--- config.mk ---
export PLATFORM = sky130hd
export DESIGN_NAME = gpio_irq_ctrl
export DESIGN_NICKNAME = d
export VERILOG_FILES = /design/src/rtl/gpio_irq_pkg.sv /design/src/rtl/gpio_irq_sync.sv /design/src/rtl/gpio_irq_edge.sv /design/src/rtl/gpio_irq_regs.sv /design/src/rtl/gpio_irq_status.sv /design/src/rtl/gpio_irq_ctrl.sv
export SDC_FILE = /design/constraint.sdc
export NUM_CORES = 1
export LEC_CHECK = 0
export ABC_AREA = 1
export BUFFER_PORTS_ARGS = -buffer_cell sky130_fd_sc_hd__buf_4
export CAP_MARGIN = 20
export CORE_MARGIN = 2
export CORE_UTILIZATION = 45
export DETAILED_ROUTE_END_ITERATION = 7
export PLACE_DENSITY = 0.68
export SETUP_SLACK_MARGIN = 0.15
export SKIP_CTS_REPAIR_TIMING = 1
export SYNTH_ARGS = -nofsm -noshare
export SYNTH_HDL_FRONTEND = slang
export SYNTH_SLANG_ARGS = --single-unit
--- constraint.sdc ---
create_clock -name clk_i -period 7.7 [get_ports clk_i]
set_clock_uncertainty 0.15 [all_clocks]
set_input_delay 0.77 -clock clk_i [delete_from_list [all_inputs] [get_ports clk_i]]
set_output_delay 0.77 -clock clk_i [all_outputs]
set_load 0.02 [all_outputs]
--- src/rtl/gpio_irq_pkg.sv ---
package gpio_irq_pkg;

  localparam int unsigned REG_ADDR_W = 12;

  localparam logic [REG_ADDR_W-1:0] OFS_ROUTE = 12'h820;
  localparam logic [REG_ADDR_W-1:0] OFS_DIR   = 12'hA04;
  localparam logic [REG_ADDR_W-1:0] OFS_MCLR  = 12'hA18;
  localparam logic [REG_ADDR_W-1:0] OFS_MSET  = 12'hA1C;
  localparam logic [REG_ADDR_W-1:0] OFS_STAT  = 12'hA20;
  localparam logic [REG_ADDR_W-1:0] OFS_EDGE  = 12'hA28;

  typedef enum logic [2:0] {
    SEL_NONE,
    SEL_DIR,
    SEL_MCLR,
    SEL_MSET,
    SEL_STAT,
    SEL_EDGE,
    SEL_ROUTE
  } reg_sel_e;

  function automatic reg_sel_e decode_sel(input logic [REG_ADDR_W-1:0] addr);
    reg_sel_e sel;
    case (addr)
      OFS_DIR:   sel = SEL_DIR;
      OFS_MCLR:  sel = SEL_MCLR;
      OFS_MSET:  sel = SEL_MSET;
      OFS_STAT:  sel = SEL_STAT;
      OFS_EDGE:  sel = SEL_EDGE;
      OFS_ROUTE: sel = SEL_ROUTE;
      default:   sel = SEL_NONE;
    endcase
    return sel;
  endfunction

endpackage

--- src/rtl/gpio_irq_sync.sv ---
module gpio_irq_sync #(
  parameter int unsigned WIDTH  = 16,
  parameter int unsigned STAGES = 2
) (
  input  logic             clk_i,
  input  logic             rst_ni,
  input  logic [WIDTH-1:0] d_i,
  output logic [WIDTH-1:0] q_o
);

  logic [STAGES-1:0][WIDTH-1:0] stage_q;
  logic [STAGES-1:0][WIDTH-1:0] stage_d;

  always_comb begin
    stage_d[0] = d_i;
    for (int i = 1; i < STAGES; i++) begin
      stage_d[i] = stage_q[i-1];
    end
  end

  always_ff @(posedge clk_i or negedge rst_ni) begin
    if (!rst_ni) begin
      stage_q <= '0;
    end else begin
      stage_q <= stage_d;
    end
  end

  assign q_o = stage_q[STAGES-1];

endmodule

--- src/rtl/gpio_irq_edge.sv ---
module gpio_irq_edge #(
  parameter int unsigned NUM_PINS = 16
) (
  input  logic                clk_i,
  input  logic                rst_ni,
  input  logic [NUM_PINS-1:0] level_i,
  input  logic [NUM_PINS-1:0] rise_sel_i,
  input  logic [NUM_PINS-1:0] arm_i,
  output logic [NUM_PINS-1:0] event_o
);

  logic [NUM_PINS-1:0] prev_q;
  logic [NUM_PINS-1:0] prev_d;

  assign prev_d = level_i;

  always_ff @(posedge clk_i or negedge rst_ni) begin
    if (!rst_ni) begin
      prev_q <= '0;
    end else begin
      prev_q <= prev_d;
    end
  end

  for (genvar b = 0; b < NUM_PINS; b++) begin : g_bit
    logic went_up;
    logic went_down;
    assign went_up    = level_i[b] & ~prev_q[b];
    assign went_down  = ~level_i[b] & prev_q[b];
    assign event_o[b] = arm_i[b] & (rise_sel_i[b] ? went_up : went_down);
  end

endmodule

--- src/rtl/gpio_irq_regs.sv ---
module gpio_irq_regs
  import gpio_irq_pkg::*;
#(
  parameter int unsigned NUM_PINS  = 16,
  parameter int unsigned DATA_W    = 32,
  parameter int unsigned ROUTE_BIT = 15
) (
  input  logic                  clk_i,
  input  logic                  rst_ni,
  input  logic                  we_i,
  input  logic [REG_ADDR_W-1:0] addr_i,
  input  logic [DATA_W-1:0]     wdata_i,
  input  logic [NUM_PINS-1:0]   status_i,
  output logic [DATA_W-1:0]     rdata_o,
  output logic [NUM_PINS-1:0]   dir_o,
  output logic [NUM_PINS-1:0]   mask_o,
  output logic [NUM_PINS-1:0]   rise_o,
  output logic                  route_o,
  output logic [NUM_PINS-1:0]   stat_clr_o
);

  localparam int unsigned PAD_W = DATA_W - NUM_PINS;

  reg_sel_e            sel;
  logic [NUM_PINS-1:0] wr_bits;
  logic                unused_hi;

  logic [NUM_PINS-1:0] dir_q,  dir_d;
  logic [NUM_PINS-1:0] mask_q, mask_d;
  logic [NUM_PINS-1:0] rise_q, rise_d;
  logic                route_q, route_d;
  logic                dir_en, mask_en, rise_en, route_en;

  assign sel       = decode_sel(addr_i);
  assign wr_bits   = wdata_i[NUM_PINS-1:0];
  assign unused_hi = ^wdata_i[DATA_W-1:NUM_PINS];

  // Write enables and next values
  always_comb begin
    dir_en   = we_i && (sel == SEL_DIR);
    rise_en  = we_i && (sel == SEL_EDGE);
    route_en = we_i && (sel == SEL_ROUTE);
    mask_en  = we_i && ((sel == SEL_MSET) || (sel == SEL_MCLR));

    dir_d    = wr_bits;
    rise_d   = wr_bits;
    route_d  = wdata_i[ROUTE_BIT];
    if (sel == SEL_MSET) begin
      mask_d = mask_q | wr_bits;
    end else begin
      mask_d = mask_q & ~wr_bits;
    end
  end

  always_ff @(posedge clk_i or negedge rst_ni) begin
    if (!rst_ni) begin
      dir_q   <= '1;
      mask_q  <= '1;
      rise_q  <= '0;
      route_q <= 1'b0;
    end else begin
      if (dir_en) begin
        dir_q <= dir_d;
      end
      if (mask_en) begin
        mask_q <= mask_d;
      end
      if (rise_en) begin
        rise_q <= rise_d;
      end
      if (route_en) begin
        route_q <= route_d;
      end
    end
  end

  // Status clear strobe toward the status bank
  always_comb begin
    if (we_i && (sel == SEL_STAT)) begin
      stat_clr_o = wr_bits;
    end else begin
      stat_clr_o = '0;
    end
  end

  // Read multiplexer
  always_comb begin
    rdata_o = '0;
    case (sel)
      SEL_DIR:             rdata_o = {{PAD_W{1'b0}}, dir_q};
      SEL_MSET, SEL_MCLR:  rdata_o = {{PAD_W{1'b0}}, mask_q};
      SEL_STAT:            rdata_o = {{PAD_W{1'b0}}, status_i};
      SEL_EDGE:            rdata_o = {{PAD_W{1'b0}}, rise_q};
      SEL_ROUTE:           rdata_o[ROUTE_BIT] = route_q;
      default:             rdata_o = '0;
    endcase
  end

  assign dir_o   = dir_q;
  assign mask_o  = mask_q;
  assign rise_o  = rise_q;
  assign route_o = route_q;

endmodule

--- src/rtl/gpio_irq_status.sv ---
module gpio_irq_status #(
  parameter int unsigned NUM_PINS = 16
) (
  input  logic                clk_i,
  input  logic                rst_ni,
  input  logic [NUM_PINS-1:0] event_i,
  input  logic [NUM_PINS-1:0] clr_i,
  input  logic [NUM_PINS-1:0] mask_i,
  input  logic                route_i,
  output logic [NUM_PINS-1:0] status_o,
  output logic                irq_o
);

  logic [NUM_PINS-1:0] stat_q, stat_d;
  logic                stat_en;

  // A new event takes priority over a clear of the same bit
  always_comb begin
    stat_en = (|event_i) || (|clr_i);
    stat_d  = (stat_q & ~clr_i) | event_i;
  end

  always_ff @(posedge clk_i or negedge rst_ni) begin
    if (!rst_ni) begin
      stat_q <= '0;
    end else if (stat_en) begin
      stat_q <= stat_d;
    end
  end

  assign status_o = stat_q;
  assign irq_o    = route_i & (|(stat_q & ~mask_i));

endmodule

--- src/rtl/gpio_irq_ctrl.sv ---
module gpio_irq_ctrl
  import gpio_irq_pkg::*;
#(
  parameter int unsigned NUM_PINS    = 16,
  parameter int unsigned DATA_W      = 32,
  parameter int unsigned ROUTE_BIT   = 15,
  parameter int unsigned SYNC_STAGES = 2
) (
  input  logic                  clk_i,
  input  logic                  rst_n_i,
  input  logic                  reg_we_i,
  input  logic [REG_ADDR_W-1:0] reg_addr_i,
  input  logic [DATA_W-1:0]     reg_wdata_i,
  output logic [DATA_W-1:0]     reg_rdata_o,
  input  logic [NUM_PINS-1:0]   pin_i,
  output logic [NUM_PINS-1:0]   pin_oe_o,
  output logic                  irq0_o
);

  logic rst_meta_q, rst_q_n;

  // Reset asserts at once, releases on a clock edge
  always_ff @(posedge clk_i or negedge rst_n_i) begin
    if (!rst_n_i) begin
      rst_meta_q <= 1'b0;
      rst_q_n    <= 1'b0;
    end else begin
      rst_meta_q <= 1'b1;
      rst_q_n    <= rst_meta_q;
    end
  end

  logic [NUM_PINS-1:0] level_sync;
  logic [NUM_PINS-1:0] dir_q, mask_q, rise_q, status_q, stat_clr, edge_evt, arm;
  logic                route_q;

  gpio_irq_sync #(
    .WIDTH  (NUM_PINS),
    .STAGES (SYNC_STAGES)
  ) u_sync (
    .clk_i  (clk_i),
    .rst_ni (rst_q_n),
    .d_i    (pin_i),
    .q_o    (level_sync)
  );

  gpio_irq_regs #(
    .NUM_PINS  (NUM_PINS),
    .DATA_W    (DATA_W),
    .ROUTE_BIT (ROUTE_BIT)
  ) u_regs (
    .clk_i      (clk_i),
    .rst_ni     (rst_q_n),
    .we_i       (reg_we_i),
    .addr_i     (reg_addr_i),
    .wdata_i    (reg_wdata_i),
    .status_i   (status_q),
    .rdata_o    (reg_rdata_o),
    .dir_o      (dir_q),
    .mask_o     (mask_q),
    .rise_o     (rise_q),
    .route_o    (route_q),
    .stat_clr_o (stat_clr)
  );

  assign arm = dir_q & ~mask_q;

  gpio_irq_edge #(
    .NUM_PINS (NUM_PINS)
  ) u_edge (
    .clk_i      (clk_i),
    .rst_ni     (rst_q_n),
    .level_i    (level_sync),
    .rise_sel_i (rise_q),
    .arm_i      (arm),
    .event_o    (edge_evt)
  );

  gpio_irq_status #(
    .NUM_PINS (NUM_PINS)
  ) u_status (
    .clk_i    (clk_i),
    .rst_ni   (rst_q_n),
    .event_i  (edge_evt),
    .clr_i    (stat_clr),
    .mask_i   (mask_q),
    .route_i  (route_q),
    .status_o (status_q),
    .irq_o    (irq0_o)
  );

  assign pin_oe_o = ~dir_q;

endmodule

# Word level (Yosys, flattened, before mapping)
# Index checks and enable logic that the tools add are counted.
[op_classes]
bitwise_logic = 91
n_reduce_logical = 11
n_eq_ne = 12
muxes = 21
[op_table]
columns = ["operator", "count"]
rows = [
  ["== test 12 bit (second input constant)", 6],
  ["AND 16 bit", 4],
  ["inverter 16 bit", 4],
  ["one-hot mux 15 bit (4 select lines)", 1],
  ["AND 1 bit", 49],
  ["OR reduction 16 bit", 3],
  ["2-to-1 mux 16 bit", 2],
  ["inverter 1 bit", 32],
  ["OR 16 bit", 2],
  ["one-hot mux 3 bit (6 select lines)", 1],
  ["2-to-1 mux 1 bit", 16],
  ["== test 3 bit (second input constant)", 3],
  ["== test 3 x 2 -> 1 bit (second input constant)", 2],
  ["logical AND 1 bit", 5],
  ["one-hot mux 1 bit (5 select lines)", 1],
  ["== test 3 x 1 -> 1 bit (second input constant)", 1],
  ["logical OR 1 bit", 2],
  ["OR reduction 2 bit", 1],
]
[word_totals]
output_inout_bits = 49
word_cells = 145
register_bits = 115

# Depth between registers and ports, before layout
[depth]
word_depth = 8
depth_mapped = 12

# Cells and area by module
# A second synthesis with hierarchy kept.
[unflattened]
cells_unflattened = 658
hier_area_um2 = 5373.9
[modules_own_cells]
columns = ["mod", "seq_area_each_um2", "instances", "area_per_inst_um2", "cells_per_inst"]
rows = [
  ["gpio_irq_regs", 1266.2, 1, 2720.1, 352],
  ["gpio_irq_edge", 400.4, 1, 880.8, 144],
  ["gpio_irq_sync", 800.8, 1, 800.8, 32],
  ["gpio_irq_status", 400.4, 1, 758.2, 95],
  ["gpio_irq_ctrl", 50.0, 1, 214.0, 35],
]

# Worst setup path after synthesis
# No wires, ideal clock.
[synth_timing]
path_kind = "input -> output"
start = "input reg_addr_i[4]"
end = "output reg_rdata_o[0]"
path_stages = 9
setup_slack_ps = 4936
arrival_ps = 1844
n_path_buf = 1
path_cell_list = "inv_1 > nand2_2 > nor2_2 > nand3_2 > nand2_2 > inv_1 > buf_2 > nand3_1 > nand4_1"
[synth_between]
elab_chain_cells = 5
[synth_lines]
columns = ["element", "line_no", "source"]
rows = [
  ["start: declaration", "gpio_irq_ctrl.sv:12", "input logic [REG_ADDR_W-1:0] reg_addr_i,"],
  ["== test 12 bit", "gpio_irq_pkg.sv:24", "case (addr)"],
  ["one-hot mux 3 bit (6 select lines) *", "gpio_irq_pkg.sv:24", ""],
  ["== test 3 x 2 -> 1 bit", "gpio_irq_regs.sv:89", "case (sel)"],
  ["OR reduction 2 bit", "gpio_irq_regs.sv:89", ""],
  ["one-hot mux 15 bit (4 select lines) *", "gpio_irq_regs.sv:89", ""],
  ["end: declaration", "gpio_irq_ctrl.sv:14", "output logic [DATA_W-1:0] reg_rdata_o,"],
]
# Mark *: on every way between the ends. The rest lies on a longest branch, timed or not.

# Worst setup path in the final report
[layout_timing]
start = "input reg_addr_i[10]"
end = "output reg_rdata_o[13]"
# Same word-level chain as after synthesis.

==> flow_metrics.env <==
export IMPL_status="completed"
export IMPL_powerDensity_nw_per_um2=225.6
export IMPL_fillers=1036
export IMPL_critPathLaunchType="primary input"
export IMPL_fin_ws_ps=4112
export IMPL_netlist_instances=612
export IMPL_fin_setup_tns_ps=0
export IMPL_synth_top_area_frac=0.3898
export IMPL_synth_most_common_cell="nand2_1"
export IMPL_dr_pass1_iters=5
export IMPL_routed_via_density=5.237
export IMPL_start_util=0.4647
export IMPL_synthTopCellsByArea="dfrtp_1, dfstp_2, nand2_1, inv_1, o21ai_0"
export IMPL_diodes=0
export IMPL_cp_arrival_ps=2670
export IMPL_gp_congestion=0.8336
export IMPL_dp_cells=819
export IMPL_path_class="primary input to primary output"
export IMPL_synth_compound_area_frac=0.1120
export IMPL_rsz0062_at_grt="false"
export IMPL_cp_common_cell="buf_4"
export IMPL_cts_root_buffer="clkbuf_16"
export IMPL_synth_mux_area_frac=0.001878
export IMPL_synth_cell_type_count=32
export IMPL_grt_pass1_wl_mm=22.26
export IMPL_cts_buffers_inserted=17
export IMPL_slew_headroom=0.3420
export IMPL_die_h_um=112.8
export IMPL_grt_pass1_vias=4399
export IMPL_portBuffers=79
export IMPL_slew_viol_final=0
export IMPL_yosysSeqAreaShare=0.5475
export IMPL_clk_pin_slew_ps=50
export IMPL_fp_dieW_um=112.8
export IMPL_crit_path_max_incr_delay_ps=510
export IMPL_syn_to_final_growth_pct=24.07
export IMPL_setup_viol=0
export IMPL_core_um2=11470
export IMPL_vias=4467
export IMPL_cts_max_level=4
export IMPL_gr_total_overflow=0
export IMPL_fin_crit_ps=3588
export IMPL_hold_violations=0
export IMPL_io_pins=112
export IMPL_fmax_mhz=278.7
export IMPL_synthXorXnorAreaFrac=0
export IMPL_fin_cells=853
export IMPL_antenna_found_initial=0
export IMPL_wirelength_mm=13.65
export IMPL_drive_above_1_share=0.2493
export IMPL_crit_path_end_kind="primary output"
export IMPL_cts_sinks=115
export IMPL_synth_top_family_by_area="simple AND/OR/NAND/NOR gates"
export IMPL_ir_worst_vdd_v=0.0001558
export IMPL_pre_cts_ws_ps=4119
export IMPL_cp_cell_sequence="buf_4 > inv_2 > nand2_2 > nor2_8 > nand3_4 > nand2_4 > inv_4 > nor3_4 > nand2_1 > nand3_1 > buf_4"
export IMPL_insertion_delay_ps=410
export IMPL_fin_nets=760
export IMPL_critPathMaxFanout=13
export IMPL_p_leak_uw=0.003087
export IMPL_dp_hpwl_mm=9.039
export IMPL_postSynthAreaPerCell_um2=8.707
export IMPL_yosysWarnings=0
export IMPL_synth_adder_area_share=0
export IMPL_ys_seq_elements=115
export IMPL_drtAntennaViolNets=0
export IMPL_hold_class="flip-flop to async pin"
export IMPL_synth_edf_count=0
export IMPL_post_route_period_util=0.4659
export IMPL_rows=39
export IMPL_cts_tree="built"
export IMPL_tightest_slew_ps=984.1
export IMPL_drt_iter0_markers=312
export IMPL_yosys_area_share_simple=0.2280
export IMPL_synth_ff_type="dfrtp_1"
export IMPL_maxCapViolations=0
export IMPL_slowest_stage="nor3_4"
export IMPL_crit_required_ps=6780
export IMPL_dieArea_um2=12730
export IMPL_netlist_area_um2=5329
export IMPL_wire_per_inst_um=16.01
export IMPL_clock_path_buffers=2
export IMPL_grt_total_usage=0.2290
export IMPL_yosys_top_cells_count="nand2_1, inv_1, dfrtp_1, o21ai_0, nor2_1"
export IMPL_grt_max_degree=71
export IMPL_drc=0
export IMPL_yosysTopAreaCell="dfrtp_1"
export IMPL_ys_async_sr_fraction=1.000
## power breakdown
group	internal, uW	switching [uW]
logic	23.5	40.2
clock network	532	262
registers	622	11.8
## metrics by stage
stage | instance area (um^2) | total power [uW] | util | hold slack, ps
6_report | 6611 | 1492 | 0.5765 | 165.9
5_1_grt | 6611 | 1549 | 0.5765 | 201.7
4_1_cts | 6574 | 1508 | 0.5733 | -32.42
3_5_place_dp | 5968 | 707.7 | 0.5205 | 187.9
3_3_place_gp | 5968 | 705.1 | 0.5205 | 183.0
2_1_floorplan | 5385 | 678.1 | - | 181.2
## per-layer routing
layer / routed length [um] / global-route usage / vias to the layer above / share of wire
met1: 5605 / 0.2998 / 2143 / 0.41
met5: 0 / 0 / - / 0
met4: 263 / 0.1033 / 0 / 0.019
met3: 1261 / 0.06642 / 24 / 0.092
met2: 6522 / 0.3553 / 193 / 0.48
li1: - / - / 2107 / -
## final cells by class
cell class / instances / area, um^2 / area share
clock inverter: 9 / 127.6 / 0.01930
sequential: 115 / 2922 / 0.4419
tap: 143 / 178.9 / 0.02706
clock buffer: 23 / 478.0 / 0.07229
timing repair buffer: 82 / 638.1 / 0.09652
multi-input combinational: 380 / 1886 / 0.2852
inverter: 101 / 381.6 / 0.05772
## cells by family (layout without fill, tap and decap cells)
kind of cell | count (synthesis) | after routing
buf+inv | 132 | 215
compound gates | 106 | 106
simple gates | 256 | 256
flops | 115 | 115
other cells | 2 | 17
mux | 1 | 1
## layout by cell type (no fill, tap or decap), types with 5 or more instances in the layout
master / Yosys / routed
nand4_1: 31 / 31
nand2_1: 138 / 138
o21ai_0: 47 / 47
o22ai_1: 11 / 11
buf_4: 17 / 80
o21ai_1: 14 / 14
o31ai_1: 9 / 9
dfstp_2: 32 / 32
nand2_2: 15 / 15
a21oi_1: 17 / 17
dfrtp_1: 83 / 82
inv_2: 5 / 5
conb_1: 2 / 17
clkbuf_16: 0 / 17
nand3_1: 21 / 21
nor2_1: 39 / 39
inv_1: 95 / 95
o211ai_1: 6 / 6
## final timing paths
check                                   startpoint                end  slack [ps]  cells after the start
worst min-delay path                       rst_q_n  u_regs.rise_o[14]         170                      0
worst max register to register             rst_q_n   u_edge.prev_q[1]        5960                      1
worst min register to register             rst_q_n  u_regs.rise_o[14]         170                      0
max in group asynchronous                  rst_q_n   u_edge.prev_q[1]        5960                      1
worst max-delay path                reg_addr_i[10]    reg_rdata_o[13]        4110                     11
min in group clk_i              u_sync.stage_d[27]     u_sync.q_o[11]         200                      0
## critical path: cells and delay by family
family / cells / cell delay (ps)
buffers and inverters: 4 / 380
AND/OR/NAND/NOR: 7 / 1500
Note: power is estimated with default switching activity, not from simulation.
